[src/rtl/fseq_pkg.sv]
package fseq_pkg;

   localparam int unsigned NSTG = 5;

   typedef enum logic [1:0] {
      ARM_IDLE = 2'd0,
      ARM_EVEN = 2'd1,
      ARM_ODD  = 2'd2
   } arm_e;

   // One step of a left-shifting XOR register of width w (w <= 32).
   function automatic logic [31:0] lfsr_next(input logic [31:0] s, input int unsigned w,
                                             input int unsigned ta, input int unsigned tb);
      logic [31:0] m;
      logic [31:0] a_sh;
      logic [31:0] b_sh;
      logic        f;
      m    = (w >= 32) ? '1 : ((32'd1 << w) - 32'd1);
      a_sh = s >> ta;
      b_sh = s >> tb;
      f    = a_sh[0] ^ b_sh[0];
      if ((s & m) == 32'd0) f = 1'b1;
      return ((s << 1) | {31'd0, f}) & m;
   endfunction

   // Step a seed n times; split loops keep each one short at elaboration.
   function automatic logic [31:0] lfsr_advance(input logic [31:0] seed, input int unsigned n,
                                                input int unsigned w, input int unsigned ta,
                                                input int unsigned tb);
      logic [31:0] s;
      logic [31:0] m;
      m = (w >= 32) ? '1 : ((32'd1 << w) - 32'd1);
      s = seed & m;
      for (int unsigned hi = 0; hi < n / 256; hi++) begin
         for (int unsigned lo = 0; lo < 256; lo++) s = lfsr_next(s, w, ta, tb);
      end
      for (int unsigned r = 0; r < n % 256; r++) s = lfsr_next(s, w, ta, tb);
      return s;
   endfunction

endpackage

[src/rtl/fseq_phase.sv]
module fseq_phase (
   input  logic clk,
   input  logic rst_n,
   output logic step_o
);
   logic ph_q;

   always_ff @(posedge clk or negedge rst_n) begin
      if (!rst_n) ph_q <= 1'b0;
      else        ph_q <= ~ph_q;
   end

   assign step_o = ph_q;
endmodule

[src/rtl/fseq_lfsr.sv]
module fseq_lfsr #(
   parameter int unsigned TW     = 15,
   parameter int unsigned TAP_HI = 14,
   parameter int unsigned TAP_LO = 13,
   parameter bit          ESCAPE = 1'b1
) (
   input  logic          clk,
   input  logic          rst_n,
   input  logic          step_i,
   input  logic          reload_i,
   output logic [TW-1:0] state_o
);
   logic [TW-1:0] state_q;
   logic          fb_raw;
   logic          fb;

   assign fb_raw = state_q[TAP_HI] ^ state_q[TAP_LO];

   if (ESCAPE) begin : g_escape
      assign fb = fb_raw | (state_q == '0);
   end else begin : g_plain
      assign fb = fb_raw;
   end

   always_ff @(posedge clk or negedge rst_n) begin
      if (!rst_n)        state_q <= '0;
      else if (reload_i) state_q <= '1;
      else if (step_i)   state_q <= {state_q[TW-2:0], fb};
   end

   assign state_o = state_q;
endmodule

[src/rtl/fseq_decode.sv]
module fseq_decode
   import fseq_pkg::*;
#(
   parameter int unsigned TW     = 15,
   parameter int unsigned TAP_HI = 14,
   parameter int unsigned TAP_LO = 13,
   parameter int unsigned STG1   = 7456,
   parameter int unsigned STG2   = 14912,
   parameter int unsigned STG3   = 22370,
   parameter int unsigned STG4   = 29828,
   parameter int unsigned STG5   = 37280
) (
   input  logic [TW-1:0]   state_i,
   output logic [NSTG-1:0] hit_o
);
   localparam int unsigned CYC [NSTG] = '{STG1, STG2, STG3, STG4, STG5};

   for (genvar g = 0; g < NSTG; g++) begin : g_stage
      // Key = state after (cycles/2 - 1) steps; the match is seen on the next step edge.
      localparam logic [31:0]    KEY32 = lfsr_advance(32'hFFFF_FFFF, CYC[g] / 2 - 1,
                                                      TW, TAP_HI, TAP_LO);
      localparam logic [TW-1:0]  KEY   = KEY32[TW-1:0];
      assign hit_o[g] = (state_i == KEY);
   end
endmodule

[src/rtl/fseq_ctrl.sv]
module fseq_ctrl
   import fseq_pkg::*;
(
   input  logic            clk,
   input  logic            rst_n,
   input  logic            wr_en_i,
   input  logic            mode_bit_i,
   input  logic            force_bit_i,
   input  logic            step_i,
   input  logic [NSTG-1:0] hit_i,
   output logic            reload_o,
   output logic            apply_o,
   output logic            force_o,
   output logic            mode5_o,
   output logic            qtr_o,
   output logic            half_o
);
   arm_e arm_q, arm_d;
   logic mode_nx_q, force_q, mode5_q;
   logic end_hit, q_hit, h_hit;

   always_comb begin
      end_hit  = mode5_q ? hit_i[4] : hit_i[3];
      q_hit    = step_i & (hit_i[0] | hit_i[1] | hit_i[2] | end_hit);
      h_hit    = step_i & (hit_i[1] | end_hit);
      apply_o  = (arm_q == ARM_ODD) & step_i;
      reload_o = apply_o | (step_i & end_hit);
      arm_d    = arm_q;
      case (arm_q)
         ARM_EVEN: if (!step_i) arm_d = ARM_ODD;
         ARM_ODD:  if (step_i)  arm_d = ARM_IDLE;
         default:  arm_d = arm_q;
      endcase
      if (wr_en_i) arm_d = ARM_EVEN;
   end

   always_ff @(posedge clk or negedge rst_n) begin
      if (!rst_n) begin
         arm_q     <= ARM_IDLE;
         mode_nx_q <= 1'b0;
         force_q   <= 1'b0;
         mode5_q   <= 1'b0;
         qtr_o     <= 1'b0;
         half_o    <= 1'b0;
      end else begin
         arm_q <= arm_d;
         if (wr_en_i) begin
            mode_nx_q <= mode_bit_i;
            force_q   <= force_bit_i;
         end
         if (apply_o) mode5_q <= mode_nx_q;
         qtr_o  <= apply_o ? force_q : q_hit;
         half_o <= apply_o ? force_q : h_hit;
      end
   end

   assign force_o = force_q;
   assign mode5_o = mode5_q;
endmodule

[src/rtl/audio_frame_seq.sv]
module audio_frame_seq
   import fseq_pkg::*;
#(
   parameter int unsigned TW        = 15,
   parameter int unsigned TAP_HI    = 14,
   parameter int unsigned TAP_LO    = 13,
   parameter int unsigned DW        = 8,
   parameter int unsigned MODE_BIT  = 7,
   parameter int unsigned FORCE_BIT = 7,
   parameter int unsigned STG1      = 7456,
   parameter int unsigned STG2      = 14912,
   parameter int unsigned STG3      = 22370,
   parameter int unsigned STG4      = 29828,
   parameter int unsigned STG5      = 37280,
   parameter bit          ESCAPE    = 1'b1
) (
   input  logic          clk,
   input  logic          rst_n,
   input  logic          wr_en_i,
   input  logic [DW-1:0] wr_data_i,
   output logic          qtr_o,
   output logic          half_o
);
   if (TW < 2 || TW > 32) begin : g_bad_tw
      $error("timer width must be 2..32");
   end
   if (TAP_HI >= TW || TAP_LO >= TAP_HI) begin : g_bad_tap
      $error("taps must satisfy TAP_LO < TAP_HI < TW");
   end
   if (MODE_BIT >= DW || FORCE_BIT >= DW) begin : g_bad_bit
      $error("control bits must lie inside the write data");
   end
   if (STG1 < 4 || (STG1 % 2) != 0 || (STG2 % 2) != 0 || (STG3 % 2) != 0 ||
       (STG4 % 2) != 0 || (STG5 % 2) != 0) begin : g_bad_even
      $error("stage counts must be even and at least 4");
   end
   if (!(STG1 < STG2 && STG2 < STG3 && STG3 < STG4 && STG4 < STG5)) begin : g_bad_order
      $error("stage counts must increase");
   end

   logic            step_w, reload_w, apply_w, force_w, mode5_w;
   logic [TW-1:0]   timer_w;
   logic [NSTG-1:0] hit_w;
   logic            unused_data;

   assign unused_data = ^wr_data_i;

   fseq_phase u_phase (
      .clk    (clk),
      .rst_n  (rst_n),
      .step_o (step_w)
   );

   fseq_lfsr #(.TW(TW), .TAP_HI(TAP_HI), .TAP_LO(TAP_LO), .ESCAPE(ESCAPE)) u_lfsr (
      .clk      (clk),
      .rst_n    (rst_n),
      .step_i   (step_w),
      .reload_i (reload_w),
      .state_o  (timer_w)
   );

   fseq_decode #(.TW(TW), .TAP_HI(TAP_HI), .TAP_LO(TAP_LO), .STG1(STG1), .STG2(STG2),
                 .STG3(STG3), .STG4(STG4), .STG5(STG5)) u_dec (
      .state_i (timer_w),
      .hit_o   (hit_w)
   );

   fseq_ctrl u_ctrl (
      .clk         (clk),
      .rst_n       (rst_n),
      .wr_en_i     (wr_en_i),
      .mode_bit_i  (wr_data_i[MODE_BIT]),
      .force_bit_i (wr_data_i[FORCE_BIT]),
      .step_i      (step_w),
      .hit_i       (hit_w),
      .reload_o    (reload_w),
      .apply_o     (apply_w),
      .force_o     (force_w),
      .mode5_o     (mode5_w),
      .qtr_o       (qtr_o),
      .half_o      (half_o)
   );
endmodule

[config.mk]
export PLATFORM = sky130hd
export DESIGN_NAME = audio_frame_seq
export DESIGN_NICKNAME = d
export VERILOG_FILES = /design/src/rtl/fseq_pkg.sv /design/src/rtl/fseq_phase.sv /design/src/rtl/fseq_lfsr.sv /design/src/rtl/fseq_decode.sv /design/src/rtl/fseq_ctrl.sv /design/src/rtl/audio_frame_seq.sv
export SDC_FILE = /design/constraint.sdc
export NUM_CORES = 1
export LEC_CHECK = 0
export ABC_AREA = 1
export BUFFER_PORTS_ARGS = -buffer_cell sky130_fd_sc_hd__buf_2
export CAP_MARGIN = 20
export CELL_PAD_IN_SITES_DETAIL_PLACEMENT = 0
export CELL_PAD_IN_SITES_GLOBAL_PLACEMENT = 1
export CORE_ASPECT_RATIO = 0.6
export CORE_MARGIN = 2
export CORE_UTILIZATION = 37
export CTS_CLUSTER_DIAMETER = 150
export DETAILED_ROUTE_END_ITERATION = 10
export PLACE_DENSITY_LB_ADDON = 0.12
export REMOVE_ABC_BUFFERS = 1
export SYNTH_ARGS = -nofsm -noshare
export SYNTH_HDL_FRONTEND = slang
export SYNTH_SLANG_ARGS = --single-unit
[constraint.sdc]
create_clock -name clk -period 1.4 [get_ports clk]
set_input_delay 0.14 -clock clk [delete_from_list [all_inputs] [get_ports clk]]
set_output_delay 0.14 -clock clk [all_outputs]
set_load 0.02 [all_outputs]
# --- After elaboration in Yosys (flattened, before gate mapping) ---
# Index checks and enable logic that the tools add are counted.
totals:
  out_inout_bits: 2
  input_bits: 11
  regBits: 22
classes:
  eq_ne: 9
  n_reduce_logical: 4
  n_bitwise: 12
  muxes: 9
ops:
  columns: ["op", "count"]
  rows:
  - ["$eq A15 B15 Y1 const B", 4]
  - ["$mux W15", 2]
  - ["$eq A15 B14 Y1 const B", 1]
  - ["$logic_not A15 Y1", 1]
  - ["$mux W2", 3]
  - ["$ne A3 B3 Y1 const B", 2]
  - ["$or A1 B1 Y1", 6]
  - ["$and A1 B1 Y1", 4]
  - ["$pmux W2 S2", 1]
  - ["$mux W1", 3]
  - ["$reduce_and A3 Y1", 1]
  - ["$reduce_bool A3 Y1", 1]
  - ["$eq A2 B1 Y1 const B", 1]
  - ["$eq A2 B2 Y1 const B", 1]
  - ["$reduce_bool A2 Y1", 1]
  - ["$not A1 Y1", 1]
  - ["$xor A1 B1 Y1", 1]

# --- Logic depth before layout (Yosys ltp) ---
depth:
  ltp_word: 6
  depth_mapped: 11
  mapped_depth_nobuf: 10

# --- Cells and area by module ---
# A second synthesis with hierarchy kept.
unflattened:
  hier_cells: 172
  area_unflattened_um2: 1330.0
by_module_without_submodules:
  columns: ["mod", "n_inst", "area_per_inst_um2", "cells_each"]
  rows:
  - ["fseq_lfsr", 1, 713.2, 69]
  - ["fseq_ctrl", 1, 327.8, 35]
  - ["fseq_decode", 1, 260.2, 66]
  - ["fseq_phase", 1, 28.8, 2]

# --- Worst setup path before layout ---
# No wires, ideal clock.
synth_path:
  path_kind: "register to register"
  from: "register u_phase.ph_q, in the netlist u_phase.step_o"
  to: "register u_lfsr.state_q[10], in the netlist u_lfsr.state_o[10]"
  required_ns: 1.287
  t_arrival_ns: 1.205
  stages_incl_launch_ff: 9
  setup_slack_ns: 0.082
  setup_ns: 0.113
  cell_sequence: "dfrtp_1 inv_2 or2_4 nor2_8 nor2_8 buf_6 nand3_2 nand2_1 inv_1"
synth_via:
  elab_chain_cells: 3
  elab_cells_between_ends: 5
  cone_classes: "1 x mux; 3 x bitwise; 1 x reduce/logical"
synth_rtl:
  columns: ["item", "line_no", "text"]
  rows:
  - ["start: declaration", "fseq_phase.sv:6", "logic ph_q;"]
  - ["start signal: assignment", "fseq_phase.sv:10", "else ph_q <= ~ph_q;"]
  - ["$and A1 B1 Y1, on equally long branches", "fseq_ctrl.sv:26, fseq_ctrl.sv:27", null]
  - ["$or A1 B1 Y1", "fseq_ctrl.sv:27", "reload_o = apply_o | (step_i & end_hit);"]
  - ["$mux W15 or $reduce_bool A2 Y1 (tied branches)", null, null]
  - ["end signal: assignment", "fseq_lfsr.sv:28", "else if (step_i) state_q <= {state_q[TW-2:0], fb};"]
  - ["end: declaration", "fseq_lfsr.sv:13", "logic [TW-1:0] state_q;"]
# Parallel ways exist; a longest one is shown, timed or not.
# A chain may end at the register's enable or synchronous reset.

# --- Final worst setup path ---
layout_path:
  from: "register u_ctrl.mode5_q, in the netlist u_ctrl.mode5_o"
  to: "register u_lfsr.state_q[7], in the netlist u_lfsr.state_o[7]"
layout_via:
  elab_chain_cells: 4
  elab_cells_between_ends: 5
  cone_classes: "2 x mux; 2 x bitwise; 1 x reduce/logical"
layout_rtl:
  columns: ["item", "line_no", "text"]
  rows:
  - ["start: declaration", "fseq_ctrl.sv:19", "logic mode_nx_q, force_q, mode5_q;"]
  - ["start signal: assignment", "fseq_ctrl.sv:51", "if (apply_o) mode5_q <= mode_nx_q;"]
  - ["$mux W1 (*)", "fseq_ctrl.sv:23", "end_hit = mode5_q ? hit_i[4] : hit_i[3];"]
  - ["$and A1 B1 Y1 (*)", "fseq_ctrl.sv:27", null]
  - ["$or A1 B1 Y1 (*)", "fseq_ctrl.sv:27", null]
  - ["$mux W15 or $reduce_bool A2 Y1 (tied branches)", null, null]
# Every way passes the cells marked *; elsewhere a longest branch is shown, timed or not.

==> summary.md <==
- outcome: finished with violations
- violated checks: negative setup slack
- maximum fanout along the worst path: 10
- TritonCTS Sinks: 22
- Static Leakage: 0.965 nW
- Die Area: 4500 um2
- cell area after placement: 1700 um2
- unrepaired setup endpoints after global routing: yes
- area growth from synthesis to layout: 25.2%
- Post-Route Utilization: 49.0%
- design area: 1840 um2
- Reg clk slew, reported paths: 0.09 ns
- actual transition at the worst max-transition pin: 0.514 ns
- CTS Buffer Depth: 2
- mean instance size in the synthesized netlist: 6.88 um2
- Critical Path End Type: flop
- detailed placer's ending HPWL: 2540 um
- main combinational cell family by area after synthesis: simple AND/OR/NAND/NOR gates
- insertion delay of the later-clocked pin in the worst-skew pair: 0.27 ns
- drt first pass iters: 4
- Worst VDD drop: 0.480 mV
- Max Fclk: 0.688 GHz
- switching power summed over all nets: 0.000589 W
- max-slew violation count: 0
- part of the power in the clock network: 26.3%
- least setup slack across all paths after layout: -0.0537 ns
- worst setup skew after layout: 0.00815 ns
- Synth Instances: 213
- worst rel slew slack: 65.7%
- fraction of layout cells with a size suffix above 1: 29.6%
- share of synthesized cell area in full adder, half adder and majority cells: 0%
- Die W: 85.3 um
- biggest area contributors in the synthesized netlist: dfrtp_1 38%, nand2_1 20%, inv_1 8.4%, nor2_1 7.7%, nand3_2 6.8%
- antenna violations before repair: 0
- XOR/XNOR share of the synthesized area: 0.597%
- number of global-route vias before repair: 1,232
- count of input and output buffers: 5
- worst endpoint data arrival time: 1.66 ns
- top cell type by total area after synthesis: dfrtp_1
- Die Ht: 52.8 um
- Worst Setup Path Type: reg -> reg
- global-route wire length before repair: 6000 um
- clock root cell: clkbuf_8
- all-layer global routing usage: 17.7%
- number of H-tree branching levels: 1
- cts bufs inserted: 3
- number of distinct standard cells referenced by the synthesized netlist: 21
- multiplexer share of the synthesized area: 0%
- period utilisation layout: 104%
- critical path startpoint category: flop
- Non-Filler Instances: 290
- part of the total power dissipated in sequential elements: 42.9%
- YS warnings: 0
- total via count in the routed design: 1,314
- Netlist Area Pre-Place: 1470 um2
- time the final worst path needs with I/O delays and setup: 1.45 ns
- sequential fraction of the synthesis area: 37.5%
- proportion of total power due to net switching: 33.0%
- placed cells: 284
- DRC violation count after routing: 0
- Core Footprint: 3740 um2
- number of nets with antenna violations after routing: 0
- share of the synthesized area in compound gates (AO/OA/AOI/OAI): 4.10%
- total congestion overflow: 0
- CTS tree: yes
- via-per-instance ratio: 4.53
- data required time of the worst path: 1.61 ns
- Rows: 17
- flip-flop and latch count after synthesis: 22
- class of the most critical hold timing path: in -> reg
- pin count of the biggest net entering global routing: 23
- fraction of post-synthesis cell area in the top cell type by area: 37.5%
- count of max-cap constraint violations: 0
- IO Pins: 13
- initial drt markers: 128
- final routed wire length divided by cell count: 11.7 um
- total wire length after detailed routing: 3400 um
- global placement routability congestion: 0.822
- Logic pwr share: 30.8%
- share of synthesized cell area in and, or, nand and nor gates: 45.0%
- final-report hold violation count: 0
- Pint: 0.00120 W
- Initial Utilization: 39.2%
- # nets final: 255
- Setup-failing EPs final: 15
- Ant. Diodes: 0
- pwr/cell area: 973 nW/um2
## through the flow
step                setup TNS (ns)  hold WS [ns]  setup slack (ns)  power, W
floorplan                        0        -0.156           0.00755   0.00104
CTS                         -0.500        0.0747           -0.0612   0.00178
global route                 -1.70        0.0791            -0.136   0.00192
detailed placement           -1.21         0.150            -0.122   0.00128
global placement            -0.487         0.137           -0.0666   0.00127
finish                      -0.313        0.0697           -0.0537   0.00179
## routing by layer
metal	part of all wire (%)	up-vias	track usage (%)
met5	0	-	0
met4	0	0	3.97
met3	6.4	0	3.78
met2	42	39	27.7
met1	52	577	25.0
li1	-	698	-
## power groups by stage
stage                     combinational [W]  clock (W)  sequential [W]
after floorplan                    0.000271          0        0.000771
after global placement             0.000505          0        0.000769
after detailed placement           0.000513          0        0.000771
after CTS                          0.000531   0.000490        0.000760
after global routing               0.000624   0.000522        0.000777
final                              0.000551   0.000470        0.000766
## cells by family (layout without fill, tap and decap cells)
| kind of cell | after synthesis | in the layout |
|---|---|---|
| AND/OR/NAND/NOR | 138 | 139 |
| XOR/XNOR | 1 | 1 |
| buffers and inverters | 44 | 73 |
| AO/OA/AOI/OAI | 8 | 8 |
| flip-flops | 22 | 22 |
## final timing paths
check	end	cells past startpoint	from	slack, ns
worst max-delay path	u_lfsr.state_o[7]	8	u_ctrl.mode5_o	-0.05
worst min-delay path	u_ctrl.mode_nx_q	3	wr_data_i[7]	0.07
worst max register to register	u_lfsr.state_o[7]	8	u_ctrl.mode5_o	-0.05
worst min register to register	u_ctrl.mode_nx_q	2	u_ctrl.mode_nx_q	0.49
max in group asynchronous	u_lfsr.state_o[13]	2	rst_n	0.68
min in group asynchronous	u_phase.step_o	2	rst_n	0.37
## worst max-delay path: stages, from the launching register on
cell and delay, ns:
dfrtp_1 0.41, buf_12 0.16, o21ai_4 0.16, nand2_2 0.08, nor2_4 0.18, nand3_4 0.19
nand3_2 0.11, nand2_1 0.05, inv_1 0.05
## flip-flops by register name, summed over array words and instances, names as in the netlist
register	flops
u_ctrl.mode5_o	1
u_lfsr.state_o	15
u_ctrl.half_o	1
u_ctrl.qtr_o	1
u_phase.step_o	1
u_ctrl.arm_q	2
u_ctrl.mode_nx_q	1
## cell type report
class | instances | area (um2)
flip-flops and latches | 22 | 551
well taps | 47 | 58.8
clock buffers | 4 | 55.1
inverters | 40 | 150
repair buffers | 29 | 220
fillers | 377 | 1910
multi-input cells | 148 | 801
## what timing repair did
item,in CTS,in global routing
hold buffers,1,0
resized for setup,4,14
setup buffers,0,0
hold endpoints to repair,22,0
pin swaps,4,5
setup endpoints to repair,15,17
cloned,1,0
## synth_stat cells
library cell,n
inv_1,33
nor2_8,2
nor2_1,30
clkbuf_1,1
nand2_1,77
nor3_1,2
a31oi_4,1
o21ai_2,1
nand3_2,10
inv_2,7
buf_6,3
a21oi_1,2
or2_4,1
dfrtp_1,22
o21ai_0,4
nand3_1,10
nand4_1,2
xnor2_1,1
nand3_4,1
nand2_2,2
nor2_2,1
## cells in the final DEF, fill, tap and decap left out, drive strengths merged
cell,count
a21oi,2
a31oi,1
buf,28
clkbuf,4
dfrtp,22
dlygate4sd3,1
inv,40
nand2,79
nand3,22
nand4,2
nor2,33
nor3,2
o21ai,5
or2,1
xnor2,1
(Power assumes the default switching activity.)
